==> src/rtl/logic_eu.sv <==
module logic_eu #(
  parameter int XLEN = 64
) (
  input  logic            clk,
  input  logic            rst_n,
  input  logic [4:0]      op,
  input  logic [XLEN-1:0] src_a,
  input  logic [XLEN-1:0] src_b,
  input  logic [15:0]     imm,
  input  logic            rec,
  input  logic            so_in,
  output logic [XLEN-1:0] res_q,
  output logic [3:0]      cr_q,
  output logic            cr_we_q
);
  localparam int BYTE_W = XLEN / 8;
  localparam int HALF_W = XLEN / 4;
  localparam int WORD_W = XLEN / 2;

  logic [XLEN-1:0] imm_lo, imm_hi, res_d;
  logic            we_d;
  logic [3:0]      cr_d;

  assign imm_lo = {{(XLEN-16){1'b0}}, imm};
  assign imm_hi = {{(XLEN-32){1'b0}}, imm, 16'h0000};

  always_comb begin
    res_d = '0;
    we_d  = 1'b0;
    case (op)
      5'd0:  begin res_d = src_a & src_b;     we_d = rec; end
      5'd1:  begin res_d = src_a | src_b;     we_d = rec; end
      5'd2:  begin res_d = src_a ^ src_b;     we_d = rec; end
      5'd3:  begin res_d = ~(src_a & src_b);  we_d = rec; end
      5'd4:  begin res_d = ~(src_a | src_b);  we_d = rec; end
      5'd5:  begin res_d = ~(src_a ^ src_b);  we_d = rec; end
      5'd6:  begin res_d = src_a & ~src_b;    we_d = rec; end
      5'd7:  begin res_d = src_a | ~src_b;    we_d = rec; end
      5'd8:  begin res_d = src_a & imm_lo;    we_d = 1'b1; end
      5'd9:  res_d = src_a | imm_lo;
      5'd10: res_d = src_a ^ imm_lo;
      5'd11: begin res_d = src_a & imm_hi;    we_d = 1'b1; end
      5'd12: res_d = src_a | imm_hi;
      5'd13: res_d = src_a ^ imm_hi;
      5'd14: begin
        res_d = {{(XLEN-BYTE_W){src_a[BYTE_W-1]}}, src_a[BYTE_W-1:0]};
        we_d  = rec;
      end
      5'd15: begin
        res_d = {{(XLEN-HALF_W){src_a[HALF_W-1]}}, src_a[HALF_W-1:0]};
        we_d  = rec;
      end
      5'd16: begin
        res_d = {{(XLEN-WORD_W){src_a[WORD_W-1]}}, src_a[WORD_W-1:0]};
        we_d  = rec;
      end
      default: begin res_d = '0; we_d = 1'b0; end
    endcase
  end

  assign cr_d = we_d ? {res_d[XLEN-1],
                        ~res_d[XLEN-1] & (|res_d),
                        ~(|res_d),
                        so_in}
                     : 4'b0000;

  always_ff @(posedge clk) begin
    if (!rst_n) begin
      res_q   <= '0;
      cr_q    <= '0;
      cr_we_q <= 1'b0;
    end else begin
      res_q   <= res_d;
      cr_q    <= cr_d;
      cr_we_q <= we_d;
    end
  end
endmodule

==> config.mk <==
export PLATFORM = sky130hd
export DESIGN_NAME = logic_eu
export DESIGN_NICKNAME = d
export VERILOG_FILES = /design/src/rtl/logic_eu.sv
export SDC_FILE = /design/constraint.sdc
export NUM_CORES = 1
export LEC_CHECK = 0
export BUFFER_PORTS_ARGS = -buffer_cell sky130_fd_sc_hd__buf_2
export CAP_MARGIN = 40
export CORE_UTILIZATION = 35
export CTS_CLUSTER_SIZE = 8
export DETAILED_ROUTE_END_ITERATION = 6
export HOLD_SLACK_MARGIN = 0.03
export PLACE_DENSITY = 0.59
export SLEW_MARGIN = 25
export SYNTH_ARGS = -nofsm -noshare
export SYNTH_HDL_FRONTEND = slang
export SYNTH_SLANG_ARGS = --single-unit
==> constraint.sdc <==
create_clock -name clk -period 3.6 [get_ports clk]
set_clock_uncertainty 0.2 [all_clocks]
set_input_delay 0.18 -clock clk [delete_from_list [all_inputs] [get_ports clk]]
set_output_delay 0.18 -clock clk [all_outputs]
set_load 0.02 [all_outputs]
Yosys cells after proc, flatten, opt, wreduce, memory -nomap -nowiden
Cells that the tools add are included.
{"block": "totals", "regBits": 69, "out_inout_bits": 69}
{"block": "classes", "n_eq_ne": 16, "bitwise_logic": 18, "n_reduce_logical": 5, "n_mux": 2}
{"operator": "64-bit case mux with 17 select lines", "count": 1}
{"operator": "64-bit NOT", "count": 4}
{"operator": "64-bit bitwise AND", "count": 2}
{"operator": "64-bit OR", "count": 2}
{"operator": "64-bit by 16-bit bitwise AND with 64-bit output", "count": 1}
{"operator": "64-bit by 32-bit bitwise AND with 64-bit output", "count": 1}
{"operator": "64-bit by 16-bit OR with 64-bit output", "count": 1}
{"operator": "64-bit by 32-bit OR with 64-bit output", "count": 1}
{"operator": "64-bit OR reduction", "count": 1}
{"operator": "64-bit by 16-bit bitwise XOR with 64-bit output", "count": 1}
{"operator": "64-bit by 32-bit bitwise XOR with 64-bit output", "count": 1}
{"operator": "64-bit bitwise XOR", "count": 1}
{"operator": "5-bit by 4-bit equality test with 1-bit output, second input constant", "count": 8}
{"operator": "5-bit by 3-bit equality test with 1-bit output, second input constant", "count": 4}
{"operator": "11-bit OR reduction", "count": 1}
{"operator": "5-bit by 2-bit equality test with 1-bit output, second input constant", "count": 2}
{"operator": "5-bit by 1-bit equality test with 1-bit output, second input constant", "count": 1}
{"operator": "5-bit equality test, second input constant", "count": 1}
{"operator": "5-bit zero test", "count": 1}
{"operator": "1-bit NOT", "count": 2}
{"operator": "1-bit case mux with 2 select lines", "count": 1}
{"operator": "2-bit AND reduction", "count": 1}
{"operator": "2-bit OR reduction", "count": 1}
{"operator": "1-bit bitwise AND", "count": 1}

Logic depth before layout (Yosys ltp)
{"block": "logic_depth", "word_depth": 5, "mapped_depth": 14, "ltp_nobuf": 10}

Least setup slack after synthesis
OpenSTA, ideal clock, no wires.
{"block": "synth_path", "path_type": "input -> register", "from": "in op[0]", "to": "reg cr_q[1]", "slack_ns": 0.946, "setup_time_ns": 0.060, "path_buffers": 2, "path_stages": 10, "arrival_time_ns": 2.394, "path_cell_list": "buf_6 > or2_1 > buf_4 > o211a_1 > a221o_1 > a2111oi_2 > nand4b_1 > or4_1 > nor4_2 > and3_1"}
{"block": "synth_between", "elab_chain_len": 4}
{"item": "start: declaration", "line": "6", "text": "input logic [4:0] op,"}
{"item": "5-bit equality test (tied with other cells)", "line": "30", "text": "case (op)"}
{"item": "64-bit case mux with 17 select lines (tied with other cells)", "line": "30"}
{"item": "64-bit OR reduction or 1-bit case mux with 2 select lines (tied branches)", "line": "63, 30"}
{"item": "1-bit NOT or 2-bit AND reduction (tied branches)"}
{"item": "end signal: assignment", "line": "74", "text": "cr_q <= cr_d;"}
{"item": "end: declaration", "line": "13", "text": "output logic [3:0] cr_q,"}
Parallel ways exist; a longest one is shown, timed or not.
A chain may end at the register's enable or synchronous reset.

Final worst setup path
{"block": "layout_path", "from": "in src_a[63]", "to": "reg cr_q[1]"}
{"block": "layout_between", "elab_chain_len": 5}
{"item": "start: declaration", "line": "7", "text": "input logic [XLEN-1:0] src_a,"}
{"item": "64-bit bitwise XOR (tied with other cells)", "line": "33, 36"}
{"item": "64-bit NOT (on tied branches)", "line": "36, 34, 35"}
{"item": "64-bit case mux with 17 select lines *", "line": "30"}
{"item": "64-bit OR reduction *", "line": "63", "text": "~(|res_d),"}
{"item": "1-bit NOT *", "line": "63"}
Mark *: on every way between the ends. The rest lies on a longest branch, timed or not.

==> impl_metrics.yaml <==
placed_design:
  numPortBuffers: 221
  gp_congestion: 0.993
  dp_hpwl_um: 45300
  dp_cells: 2251
drt:
  drtPass1Iterations: 6
  viasPerCell: 5.98
  vias: 13604
  first_iter_violations: 1518
  drc_errors: 0
  wl_per_cell_um: 25.6
  totalWireLength_um: 58300
  ant_nets: 0
die:
  die_area_um2: 36200
  rows: 68
  die_w_um: 190
  core_area_um2: 34700
  die_h_um: 190
  pin_count: 222
  start_util: 0.357
clock_network:
  clockBufferDepth: 2
  cts.sinks: 69
  post_cts_buffers: 0
  h-tree-depth: 3
  cts-root-buf: "clkbuf_16"
  cts.clk_slew.worst_paths_ns: 0.06
  cts_tree: "built"
  numCtsBuffers: 9
cells_and_area:
  syn_to_final_growth_pct: 22.4
  nFillCells: 3566
  final_util: 0.437
  multi_input_area_um2: 9840
  seqCellArea_um2: 1380
  nNetsFinal: 2287
  drive_gt1_frac: 0.234
  finalNonFillerCells: 2275
sta:
  rsz0062_at_grt: "false"
  final-setup-viol-count: 0
  slew_headroom: 0.362
  slew_viol_final: 0
  period_share: 0.942
  max_freq_mhz: 295
  worstMarginPinSlew_ns: 0.933
  post-route-min-period_ns: 3.39
  finalHoldViolCount: 0
logic_synthesis:
  synthCells: 1527
  yosysSeqAreaShare: 0.112
  syn_area_per_cell_um2: 8.11
  ys_async_sr_fraction: 0
  syn-num-nets: 2000
  synth_enable_flop_cells: 0
  synth.cell_area_um2: 12400
  synth_seq_cells: 69
  ys_types: 78
  synth_ff_type: "dfxtp_1"
  ys_warn_count: 0
setup_path:
  worstSetupEndpointType: "register"
  cp-endpoint: "cr_q[1]"
  path_max_fanout: 5
  start_kind: "input pin"
  critPathKind: "input pin to register"
  worstPathRequired_ns: 3.72
  critPathLaunch: "src_a[63]"
  arrival_ns: 3.51
pwr:
  ir_worst_vdd_mv: 0.367
  power.density_nw_per_um2: 232
  p_leak_nw: 7.75
grt:
  gr-usage-all-layers: 0.319
  grt_max_degree: 55
  grt-ovfl-total: 0
  grt_pass1_wl_um: 85000
  antenna_found_initial: 2
  grt_pass1_vias: 13198
run:
  maxCapViolCount: 0
status:
  status: "finished clean"
min_path:
  min_path_cells: 3
  hp-class: "input pin to register"
-- through the flow --
step	hold WS, ns	instance area [µm²]	power, mW	TNS (ns)	setup WS [ns]
floorplan	0.121	12400	1.67	0	0.946
CTS	0.0352	15100	3.51	0	0.0394
global route	0.0654	15200	3.68	0	0.0744
detailed placement	0.235	14700	2.38	0	0.0126
global placement	0.221	14700	2.37	-0.190	-0.102
finish	0.0529	15200	3.52	0	0.207
-- cell usage in the layout (no fill, tap or decap), types with 11 or more instances in the layout --
| cell | synthesis | layout |
|---|---|---|
| a211oi_1 | 26 | 26 |
| o221ai_1 | 21 | 21 |
| a21oi_1 | 63 | 63 |
| o22ai_1 | 26 | 26 |
| nand2b_1 | 21 | 21 |
| nand3_1 | 43 | 43 |
| nor3_1 | 28 | 27 |
| buf_2 | 40 | 219 |
| buf_4 | 14 | 149 |
| o211ai_1 | 16 | 16 |
| nor2_1 | 102 | 101 |
| or3_1 | 14 | 14 |
| nand4_1 | 17 | 17 |
| a31oi_1 | 11 | 11 |
| and2_1 | 17 | 17 |
| nor2b_1 | 16 | 15 |
| mux2i_1 | 60 | 60 |
| ha_1 | 320 | 320 |
| nand2_1 | 77 | 77 |
| inv_1 | 157 | 157 |
| a221o_1 | 18 | 18 |
| a221oi_1 | 18 | 17 |
| o2bb2ai_1 | 13 | 13 |
| and3b_1 | 11 | 11 |
| and3_1 | 12 | 12 |
| o21ai_0 | 55 | 55 |
| dfxtp_1 | 69 | 69 |
| a2111oi_0 | 23 | 22 |
-- critical path, stage by stage --
cell and delay (ns):
dlygate4sd3_1 0.54, buf_2 0.19, inv_1 0.09, ha_1 0.31, mux4_2 0.46, nand2_1 0.08
o21ai_0 0.13, a221oi_2 0.50, nand4_1 0.16, nor4_1 0.32, buf_4 0.19, and4_1 0.19
and3_1 0.16
-- cells in the mapped netlist, types with 16 or more instances --
cell type  number  area (µm²)
nand4_1        17         106
nor2b_1        16         100
nand2_1        77         289
o22ai_1        26         163
nand2b_1       21         131
clkbuf_1       31         116
a221o_1        18         180
inv_1         157         589
dfxtp_1        69        1380
buf_2          40         200
o211ai_1       16         120
nand3_1        43         215
nor3_1         28         140
and2_1         17         106
ha_1          320        4000
o21ai_0        55         275
nor2_1        102         383
a211oi_1       26         195
a2111oi_0      23         201
mux2i_1        60         601
o221ai_1       21         184
a21oi_1        63         315
a221oi_1       18         158
-- how the worst min path moves through the flow --
stage	start	end	slack, ns
after global routing	src_a[33]	res_q[33]	0.07
after CTS	src_a[33]	res_q[33]	0.04
final	src_a[33]	res_q[33]	0.05
after detailed placement	so_in	cr_q[0]	0.24
after global placement	so_in	cr_q[0]	0.22
after floorplan	rst_n	cr_we_q	0.12
-- flip-flops by register name (all words and copies together) (netlist names) --
name and cells:
res_q 64, cr_q 4, cr_we_q 1
-- area by class of cell --
cell class	count	share of cell area
Multi-Input combinational cell	1193	0.649
Timing Repair Buffer	382	0.160
Sequential cell	69	0.0911
Inverter	159	0.0395
Tap cell	455	0.0376
Clock buffer	9	0.0149
Clock inverter	7	0.00801
Antenna cell	1	0.000165
-- power by group --
part	internal (mW)	switching, mW
sequential	0.816	0.0124
combinational	0.606	0.987
clock	0.680	0.420
-- routing by layer --
| layer | vias up | routed length, µm | track usage |
|---|---|---|---|
| met4 | 0 | 3090 | 0.167 |
| met5 | - | 0 | 0 |
| met2 | 798 | 25700 | 0.505 |
| met1 | 6546 | 24400 | 0.412 |
| met3 | 168 | 5190 | 0.0555 |
| li1 | 6092 | - | - |
-- cells by family after synthesis --
kind of cell / after synthesis / share of synthesized area
compound gates: 379 / 0.223
xor+xnor: 1 / 0.000707
fa+ha+maj: 320 / 0.323
buf+inv: 265 / 0.0971
flops: 69 / 0.112
mux: 71 / 0.0632
simple gates: 422 / 0.181
-- what timing repair did --
item                       4_1_cts  5_1_grt
gates resized for setup          0        1
hold buffers                     6        0
hold endpoints to repair         6        0
setup endpoints to repair        0        2
No activity file was read; power rests on OpenSTA's default activity.
